`src/rtl/psram_ctl_pkg.sv`:
```
package psram_ctl_pkg;

  typedef enum logic [2:0] {
    ST_IDLE   = 3'd0,
    ST_READ   = 3'd1,
    ST_WSETUP = 3'd2,
    ST_WPULSE = 3'd3,
    ST_WHOLD  = 3'd4,
    ST_GAP    = 3'd5
  } ctl_state_e;

  // Memory-side levels implied by a controller state.
  typedef struct packed {
    logic ce_n;
    logic oe_n;
    logic we_n;
    logic drive;
    logic lanes;
  } strobe_t;

  // Round a nanosecond limit up to whole clock cycles.
  function automatic int ns_to_cycles(input int ns, input int period_ns);
    return (ns + period_ns - 1) / period_ns;
  endfunction

  function automatic int imax(input int a, input int b);
    return (a > b) ? a : b;
  endfunction

  function automatic strobe_t strobes_for(input ctl_state_e s);
    strobe_t r;
    case (s)
      ST_READ:   r = '{ce_n: 1'b0, oe_n: 1'b0, we_n: 1'b1, drive: 1'b0, lanes: 1'b1};
      ST_WSETUP: r = '{ce_n: 1'b0, oe_n: 1'b1, we_n: 1'b1, drive: 1'b1, lanes: 1'b1};
      ST_WPULSE: r = '{ce_n: 1'b0, oe_n: 1'b1, we_n: 1'b0, drive: 1'b1, lanes: 1'b1};
      ST_WHOLD:  r = '{ce_n: 1'b0, oe_n: 1'b1, we_n: 1'b1, drive: 1'b1, lanes: 1'b1};
      default:   r = '{ce_n: 1'b1, oe_n: 1'b1, we_n: 1'b1, drive: 1'b0, lanes: 1'b0};
    endcase
    return r;
  endfunction

endpackage

```
`src/rtl/psram_phase_timer.sv`:
```
// Counts cycles spent in the current phase; the first cycle of a phase reads 1.
module psram_phase_timer #(
  parameter int CNT_W = 4
) (
  input  logic             clk,
  input  logic             rst_n,
  input  logic             restart,
  output logic [CNT_W-1:0] elapsed
);

  localparam logic [CNT_W-1:0] ONE = {{(CNT_W-1){1'b0}}, 1'b1};

  always_ff @(posedge clk) begin
    if (!rst_n) begin
      elapsed <= ONE;
    end else if (restart) begin
      elapsed <= ONE;
    end else if (elapsed != '1) begin
      elapsed <= elapsed + ONE;
    end
  end

endmodule

```
`src/rtl/psram_lane_map.sv`:
```
// Host lane request to active-low memory lane enables. A read that asks for
// no lane is widened to all lanes, since partial-empty reads are not allowed.
module psram_lane_map #(
  parameter int BE_W = 2
) (
  input  logic            rd_op,
  input  logic [BE_W-1:0] be,
  output logic [BE_W-1:0] lane_n
);

  logic widen_all;
  assign widen_all = rd_op && (be == '0);

  for (genvar i = 0; i < BE_W; i++) begin : g_lane
    assign lane_n[i] = !(be[i] || widen_all);
  end

endmodule

```
`src/rtl/psram_read_capture.sv`:
```
// Samples the memory data bus and clears lanes that were not enabled.
module psram_read_capture #(
  parameter int DATA_W = 16,
  parameter int BE_W   = DATA_W / 8
) (
  input  logic              clk,
  input  logic              rst_n,
  input  logic              capture,
  input  logic [DATA_W-1:0] dq_in,
  input  logic [BE_W-1:0]   lane_n,
  output logic              rsp_valid,
  output logic [DATA_W-1:0] rsp_data
);

  logic [DATA_W-1:0] keep_mask;

  for (genvar i = 0; i < BE_W; i++) begin : g_mask
    assign keep_mask[i*8 +: 8] = {8{~lane_n[i]}};
  end

  always_ff @(posedge clk) begin
    if (!rst_n) begin
      rsp_valid <= 1'b0;
      rsp_data  <= '0;
    end else begin
      rsp_valid <= capture;
      if (capture) begin
        rsp_data <= dq_in & keep_mask;
      end
    end
  end

endmodule

```
`src/rtl/psram_async_ctl.sv`:
```
module psram_async_ctl
  import psram_ctl_pkg::*;
#(
  parameter int ADDR_W        = 20,
  parameter int DATA_W        = 16,
  parameter int CLK_PERIOD_NS = 20,
  parameter int T_RC_NS       = 80,
  parameter int T_AA_NS       = 60,
  parameter int T_OE_NS       = 35,
  parameter int T_WC_NS       = 80,
  parameter int T_WP_NS       = 45,
  parameter int T_DS_NS       = 15,
  parameter int T_WR_NS       = 20,
  parameter int T_CP_NS       = 10,
  parameter int T_ODIS_NS     = 1000
) (
  input  logic                   clk,
  input  logic                   rst_n,
  input  logic                   req_valid,
  output logic                   req_ready,
  input  logic                   req_write,
  input  logic [ADDR_W-1:0]      req_addr,
  input  logic [DATA_W-1:0]      req_wdata,
  input  logic [DATA_W/8-1:0]    req_be,
  output logic                   rsp_valid,
  output logic [DATA_W-1:0]      rsp_rdata,
  output logic                   mem_ce_n,
  output logic                   mem_oe_n,
  output logic                   mem_we_n,
  output logic [DATA_W/8-1:0]    mem_lane_n,
  output logic [ADDR_W-1:0]      mem_addr,
  output logic [DATA_W-1:0]      mem_dq_out,
  output logic                   mem_dq_oe,
  input  logic [DATA_W-1:0]      mem_dq_in
);

  localparam int BE_W      = DATA_W / 8;
  // Read: address and output enable become valid on the same edge, so the
  // later of the two access limits decides the sampling edge.
  localparam int AA_CYC    = ns_to_cycles(T_AA_NS, CLK_PERIOD_NS);
  localparam int OE_CYC    = ns_to_cycles(T_OE_NS, CLK_PERIOD_NS);
  localparam int RD_SAMPLE = imax(1, imax(AA_CYC, OE_CYC));
  localparam int RD_LEN    = imax(RD_SAMPLE, ns_to_cycles(T_RC_NS, CLK_PERIOD_NS));
  // Write: data is driven from the setup phase, so setup plus pulse covers
  // the data setup limit; the hold phase stretches the write to its cycle.
  localparam int WP_CYC    = imax(1, ns_to_cycles(T_WP_NS, CLK_PERIOD_NS));
  localparam int WS_CYC    = imax(1, ns_to_cycles(T_DS_NS, CLK_PERIOD_NS) - WP_CYC);
  localparam int WR_CYC    = ns_to_cycles(T_WR_NS, CLK_PERIOD_NS);
  localparam int WH_CYC    = imax(1, imax(WR_CYC,
                               ns_to_cycles(T_WC_NS, CLK_PERIOD_NS) - WS_CYC - WP_CYC));
  localparam int CP_CYC    = imax(1, ns_to_cycles(T_CP_NS, CLK_PERIOD_NS));
  localparam int ODIS_CYC  = ns_to_cycles(T_ODIS_NS, CLK_PERIOD_NS);
  localparam int CNT_W     = $clog2(RD_LEN + WS_CYC + WP_CYC + WH_CYC + CP_CYC + 2) + 1;

  localparam logic [CNT_W-1:0] RD_LEN_C    = CNT_W'(RD_LEN);
  localparam logic [CNT_W-1:0] RD_SAMPLE_C = CNT_W'(RD_SAMPLE);
  localparam logic [CNT_W-1:0] WS_C        = CNT_W'(WS_CYC);
  localparam logic [CNT_W-1:0] WP_C        = CNT_W'(WP_CYC);
  localparam logic [CNT_W-1:0] WH_C        = CNT_W'(WH_CYC);
  localparam logic [CNT_W-1:0] CP_C        = CNT_W'(CP_CYC);

  ctl_state_e          state_q;
  ctl_state_e          state_d;
  logic [CNT_W-1:0]    phase_cnt;
  logic                phase_restart;
  logic                op_write_q;
  logic [BE_W-1:0]     be_q;

  // Named internal events, used by the bound checker.
  logic                host_accept;
  logic                rd_capture;
  logic                phase_done;

  logic                op_write_d;
  logic [BE_W-1:0]     be_d;
  logic [BE_W-1:0]     lane_d;
  strobe_t             strobe_d;

  assign req_ready   = (state_q == ST_IDLE);
  assign host_accept = req_ready && req_valid;
  assign op_write_d  = host_accept ? req_write : op_write_q;
  assign be_d        = host_accept ? req_be : be_q;
  assign strobe_d    = strobes_for(state_d);

  // Phase length check for the current state.
  always_comb begin
    case (state_q)
      ST_READ:   phase_done = (phase_cnt == RD_LEN_C);
      ST_WSETUP: phase_done = (phase_cnt == WS_C);
      ST_WPULSE: phase_done = (phase_cnt == WP_C);
      ST_WHOLD:  phase_done = (phase_cnt == WH_C);
      ST_GAP:    phase_done = (phase_cnt == CP_C);
      default:   phase_done = 1'b0;
    endcase
  end

  always_comb begin
    state_d = state_q;
    case (state_q)
      ST_IDLE:   if (host_accept) state_d = req_write ? ST_WSETUP : ST_READ;
      ST_READ:   if (phase_done)  state_d = ST_GAP;
      ST_WSETUP: if (phase_done)  state_d = ST_WPULSE;
      ST_WPULSE: if (phase_done)  state_d = ST_WHOLD;
      ST_WHOLD:  if (phase_done)  state_d = ST_GAP;
      ST_GAP:    if (phase_done)  state_d = ST_IDLE;
      default:                    state_d = ST_IDLE;
    endcase
  end

  assign phase_restart = (state_d != state_q);
  assign rd_capture    = (state_q == ST_READ) && (phase_cnt == RD_SAMPLE_C);

  psram_phase_timer #(.CNT_W(CNT_W)) u_timer (
    .clk     (clk),
    .rst_n   (rst_n),
    .restart (phase_restart),
    .elapsed (phase_cnt)
  );

  psram_lane_map #(.BE_W(BE_W)) u_lanes (
    .rd_op  (!op_write_d),
    .be     (be_d),
    .lane_n (lane_d)
  );

  // State and registered memory pins; pins follow the next state so that
  // they change on the same edge as the state without a decode stage after it.
  always_ff @(posedge clk) begin
    if (!rst_n) begin
      state_q    <= ST_IDLE;
      op_write_q <= 1'b0;
      be_q       <= '0;
      mem_ce_n   <= 1'b1;
      mem_oe_n   <= 1'b1;
      mem_we_n   <= 1'b1;
      mem_dq_oe  <= 1'b0;
      mem_lane_n <= '1;
      mem_addr   <= '0;
      mem_dq_out <= '0;
    end else begin
      state_q    <= state_d;
      op_write_q <= op_write_d;
      be_q       <= be_d;
      mem_ce_n   <= strobe_d.ce_n;
      mem_oe_n   <= strobe_d.oe_n;
      mem_we_n   <= strobe_d.we_n;
      mem_dq_oe  <= strobe_d.drive;
      mem_lane_n <= strobe_d.lanes ? lane_d : '1;
      if (host_accept) begin
        mem_addr   <= req_addr;
        mem_dq_out <= req_wdata;
      end
    end
  end

  psram_read_capture #(.DATA_W(DATA_W), .BE_W(BE_W)) u_capture (
    .clk       (clk),
    .rst_n     (rst_n),
    .capture   (rd_capture),
    .dq_in     (mem_dq_in),
    .lane_n    (mem_lane_n),
    .rsp_valid (rsp_valid),
    .rsp_data  (rsp_rdata)
  );

endmodule

```
`config.mk`:
```
export PLATFORM = sky130hd
export DESIGN_NAME = psram_async_ctl
export DESIGN_NICKNAME = d
export VERILOG_FILES = /design/src/rtl/psram_ctl_pkg.sv /design/src/rtl/psram_phase_timer.sv /design/src/rtl/psram_lane_map.sv /design/src/rtl/psram_read_capture.sv /design/src/rtl/psram_async_ctl.sv
export SDC_FILE = /design/constraint.sdc
export NUM_CORES = 1
export LEC_CHECK = 0
export BUFFER_PORTS_ARGS = -buffer_cell sky130_fd_sc_hd__buf_2
export CORE_AREA = 2 2 68 119
export CTS_CLUSTER_DIAMETER = 100
export DETAILED_ROUTE_END_ITERATION = 8
export DIE_AREA = 0 0 70 121
export PLACE_DENSITY = 0.78
export SYNTH_ARGS = -nofsm -noshare
export SYNTH_HDL_FRONTEND = slang
export SYNTH_HIERARCHICAL = 1
export SYNTH_SLANG_ARGS = --single-unit
```
`constraint.sdc`:
```
create_clock -name clk -period 2.7 [get_ports clk]
set_input_delay 0.27 -clock clk [delete_from_list [all_inputs] [get_ports clk]]
set_output_delay 0.27 -clock clk [all_outputs]
set_load 0.02 [all_outputs]
```
==> Flow_metrics.wiki <==
{| class="wikitable"
! Metric !! Value
|-
| Part of the power in registers || 42.4%
|-
| Beginning of the worst register-to-register path || u_timer/elapsed[2]$_SDFFE_PP0P_
|-
| Total via count in the routed design || between 2k and 3k
|-
| Detailed Route WL || roughly 7100 µm
|-
| Element type at the critical path end || flip-flop
|-
| Cell count after synthesis || around 320
|-
| WHS Endpoint || mem_addr[2]$_SDFFE_PN0P_
|-
| Unique cell type count in the Yosys netlist || 42
|-
| Number of H-tree levels || 3
|-
| Inserted Diodes || 0
|-
| Most used routing layer in global routing || met2
|-
| Effective utilization at floorplan || between 30% and 40%
|-
| Flip-flop cell with the highest count after synthesis || sky130_fd_sc_hd__dfxtp_1
|-
| Met1 track demand over resource in global routing || around 17%
|-
| Min Clock Period, post-route || just over 2000 ps
|-
| Die outline height || roughly 120 µm
|-
| Worst hold path stage count || 3
|-
| # DRC || 0
|-
| Top-level I/O count || around 120
|-
| Fraction of power spent switching nets || ~29%
|-
| Layout overhead on the synthesized area || 30.45%
|-
| Number of synthesized flops with an enable pin || 0
|-
| Number of nets at the end of the flow || 496
|-
| Synth top area share || about half
|-
| CTS clk-pin slew, worst paths || roughly 50 ps
|-
| Met3 Track Usage GR || under 10%
|-
| Type of the most critical hold path || input port to flip-flop
|-
| DIE AREA || 8470 µm²
|-
| RSZ-0062 raised after global routing || false
|-
| Share of cells above drive strength 1 || 31.82%
|-
| Setup Fix Bufs, Post-CTS || 0
|-
| Critical setup path kind || flip-flop to flip-flop
|-
| Maximum frequency from static timing analysis || slightly below 500 MHz
|-
| Num CTS Buffers || 9
|-
| Row count || 42
|-
| Overall power || approximately 2.8 mW
|-
| Top library cells by usage in the layout, fill and taps aside || sky130_fd_sc_hd__buf_2, sky130_fd_sc_hd__nand2_1, sky130_fd_sc_hd__dfxtp_1, sky130_fd_sc_hd__a21boi_1, sky130_fd_sc_hd__nand3b_1
|-
| Final HPWL from detailed placement || roughly 5100 µm
|-
| Crit path from || u_timer/elapsed[2]$_SDFFE_PP0P_
|-
| Post-placement cell area || around 3500 µm²
|-
| Max-cap check violation count || 0
|-
| Mapped Nets || ~380
|-
| Vias per std cell || 4.991
|-
| Remaining max-slew budget at the tightest pin || a little under half
|-
| Total core area || between 7000 and 8000 µm²
|-
| CTS Hold Bufs || 0
|-
| Via count of the first global-routing pass || 2510
|-
| Switch Pwr || roughly 0.8 mW
|-
| Total setup violations reported at the end of the flow || 0
|-
| Core occupancy in the finished layout || 50.35%
|-
| Cell-internal power || 2.027 mW
|-
| Relative contribution of the clock network to total power || 37.4%
|-
| Iteration-0 DRC count of the detailed router || 106
|-
| Root buffer cell || sky130_fd_sc_hd__clkbuf_16
|-
| Initial antenna violation count || 0
|-
| Number of cells upsized or downsized after cts || 0
|-
| Later-pin clock latency in the skew report || between 300 and 400 ps
|-
| Crit Path Max Fanout || 8
|-
| Crit Reg-Reg Endpoint || u_timer/elapsed[0]$_SDFFE_PP1P_
|-
| Yosys warning count || 6
|-
| RD Place Congestion || around 0.94
|-
| Transition time at the pin with the least slew margin || 797.5 ps
|-
| Synth area leader || sky130_fd_sc_hd__dfxtp_1
|-
| Maximum number of pins on one net before global-route repair || 50
|-
| Flop2flop setup slack || between 600 and 700 ps
|-
| # clock sinks || 70
|-
| TritonCTS clock tree || done
|-
| Seq cells post-synth || 70
|-
| Number of buffers between clock root and the deepest sink || 2
|-
| Die W || about 70 µm
|-
| Cell area after layout || roughly 3800 µm²
|-
| LEAKAGE || between 1.5 and 2 nW
|-
| Total global routing overflow || 0
|-
| Antenna-violating nets left || 0
|-
| Initial DRT Pass Iterations || 4
|-
| Power per cell area || 757.6 nW/µm²
|-
| Most common library cell in the layout ignoring fill and taps || sky130_fd_sc_hd__buf_2
|-
| Largest cells by area after synthesis || sky130_fd_sc_hd__dfxtp_1, sky130_fd_sc_hd__nand2_1, sky130_fd_sc_hd__a21boi_1
|-
| Mean cell area of the mapped netlist || between 8 and 9 µm²
|-
| Share of flip-flops with an asynchronous set or reset || 0%
|-
| Fin. max-slew vios || 0
|-
| Share of total power in combinational logic || just over 20%
|-
| Setup total negative slack || 0 ps
|-
| Wire per inst || ~14 µm
|-
| Endpoints failing hold || 0
|-
| Grt met2 use || 29.64%
|-
| Req. time, crit path || a little under 3000 ps
|-
| CP arrival || ~2300 ps
|-
| Critical Path Start Type || flip-flop
|-
| Wire length of the first global-routing pass || 11160 µm
|-
| Worst-case clock skew || approximately 4.3 ps
|-
| GR Util All Layers || between 10% and 20%
|-
| Result of the run || completed
|-
| Cell Area, Synth || between 2000 and 3000 µm²
|-
| Number of buffers inserted by port buffering || 117
|-
| Start point of the worst hold path || req_addr[2]
|-
| Crit share post-route || around three quarters
|-
| Sequential cell area fraction in the yosys report || 48.65%
|-
| Logic depth of the worst register-to-register path || 6
|-
| Maximum vdd ir drop || 0.0003214 V
|}
-- how the worst max path moves through the flow --
stage,cells after the start,endpoint
after floorplan,6,u_capture/rsp_data[6]$_SDFFE_PN0P_
after global placement,6,u_timer/elapsed[0]$_SDFFE_PP1P_
after detailed placement,5,u_capture/rsp_data[0]$_SDFFE_PN0P_
after CTS,6,u_timer/elapsed[0]$_SDFFE_PP1P_
after global routing,5,u_capture/rsp_data[0]$_SDFFE_PN0P_
final,6,u_timer/elapsed[0]$_SDFFE_PP1P_
-- final cells by class --
| cell class | count | area (µm²) |
|---|---|---|
| fill | 718 | 3705 |
| sequential | 70 | 1401 |
| clock inverter | 1 | 5.005 |
| clock buffer | 14 | 264.0 |
| timing repair buffer | 122 | 623.1 |
| multi-input combinational | 227 | 1331 |
| inverter | 6 | 22.52 |
| tap | 88 | 110.1 |
-- power groups by stage --
stage	Sequential (mW)	Clock, mW	Combinational (mW)
3_3_place_gp	1.22	0	0.566
4_1_cts	1.21	1.10	0.582
6_report	1.21	1.06	0.576
2_1_floorplan	1.29	0	0.332
5_1_grt	1.22	1.14	0.634
3_5_place_dp	1.23	0	0.580
-- state kept, by name, summed over array words and instances, names as in the netlist, 2 cells and up --
name,cells
be_q,2
mem_addr,20
state_q,3
mem_lane_n,2
mem_dq_out,16
u_capture/rsp_data,16
u_timer/elapsed,5
-- per-stage QoR --
step	hold slack, ps	std cells	setup WS [ps]
6_report	177.0	528	650.1
5_1_grt	172.9	528	465.3
4_1_cts	166.8	528	653.4
3_5_place_dp	442.6	513	676.9
3_3_place_gp	437.3	513	758.1
2_1_floorplan	402.6	323	743.2
-- layer usage --
| metal | wire length (µm) | share of wire (%) |
|---|---|---|
| met5 | 0 | 0 |
| met3 | 399 | 5.6 |
| met1 | 2740 | 38 |
| met2 | 3737 | 52 |
| met4 | 255 | 3.6 |
-- cells in the mapped netlist, types with 3 or more instances --
cell	number
sky130_fd_sc_hd__nand2b_1	5
sky130_fd_sc_hd__clkbuf_1	8
sky130_fd_sc_hd__mux2i_1	3
sky130_fd_sc_hd__buf_2	3
sky130_fd_sc_hd__and2_1	4
sky130_fd_sc_hd__a21boi_1	36
sky130_fd_sc_hd__nand2_1	93
sky130_fd_sc_hd__nand3b_1	19
sky130_fd_sc_hd__a21oi_1	7
sky130_fd_sc_hd__buf_4	4
sky130_fd_sc_hd__o21ai_0	5
sky130_fd_sc_hd__dfxtp_1	70
sky130_fd_sc_hd__inv_1	6
sky130_fd_sc_hd__o21ai_1	12
sky130_fd_sc_hd__nand4b_1	4
sky130_fd_sc_hd__nor2b_1	3
sky130_fd_sc_hd__buf_6	5
sky130_fd_sc_hd__nor2_1	6
-- cell families (layout without fill, tap and decap cells) --
group	count (synthesis)	count (layout)	share of synthesized area [%]
AO/OA/AOI/OAI	72	72	17.12
XOR/XNOR	3	3	0.9124
adder cells (fa/ha/maj)	2	2	0.8687
buffers and inverters	26	143	5.343
flip-flops	70	70	48.65
multiplexers	5	5	1.824
AND/OR/NAND/NOR	145	145	25.28
-- worst max-delay path, cell delays in order, from the launching register on --
cell and delay [ps]:
sky130_fd_sc_hd__dfxtp_1 390, sky130_fd_sc_hd__or4b_1 660, sky130_fd_sc_hd__nor3_1 220, sky130_fd_sc_hd__or4_4 160
sky130_fd_sc_hd__a32oi_1 50, sky130_fd_sc_hd__nand2b_1 240, sky130_fd_sc_hd__nand2b_1 210
No activity file was read; power rests on OpenSTA's default activity.
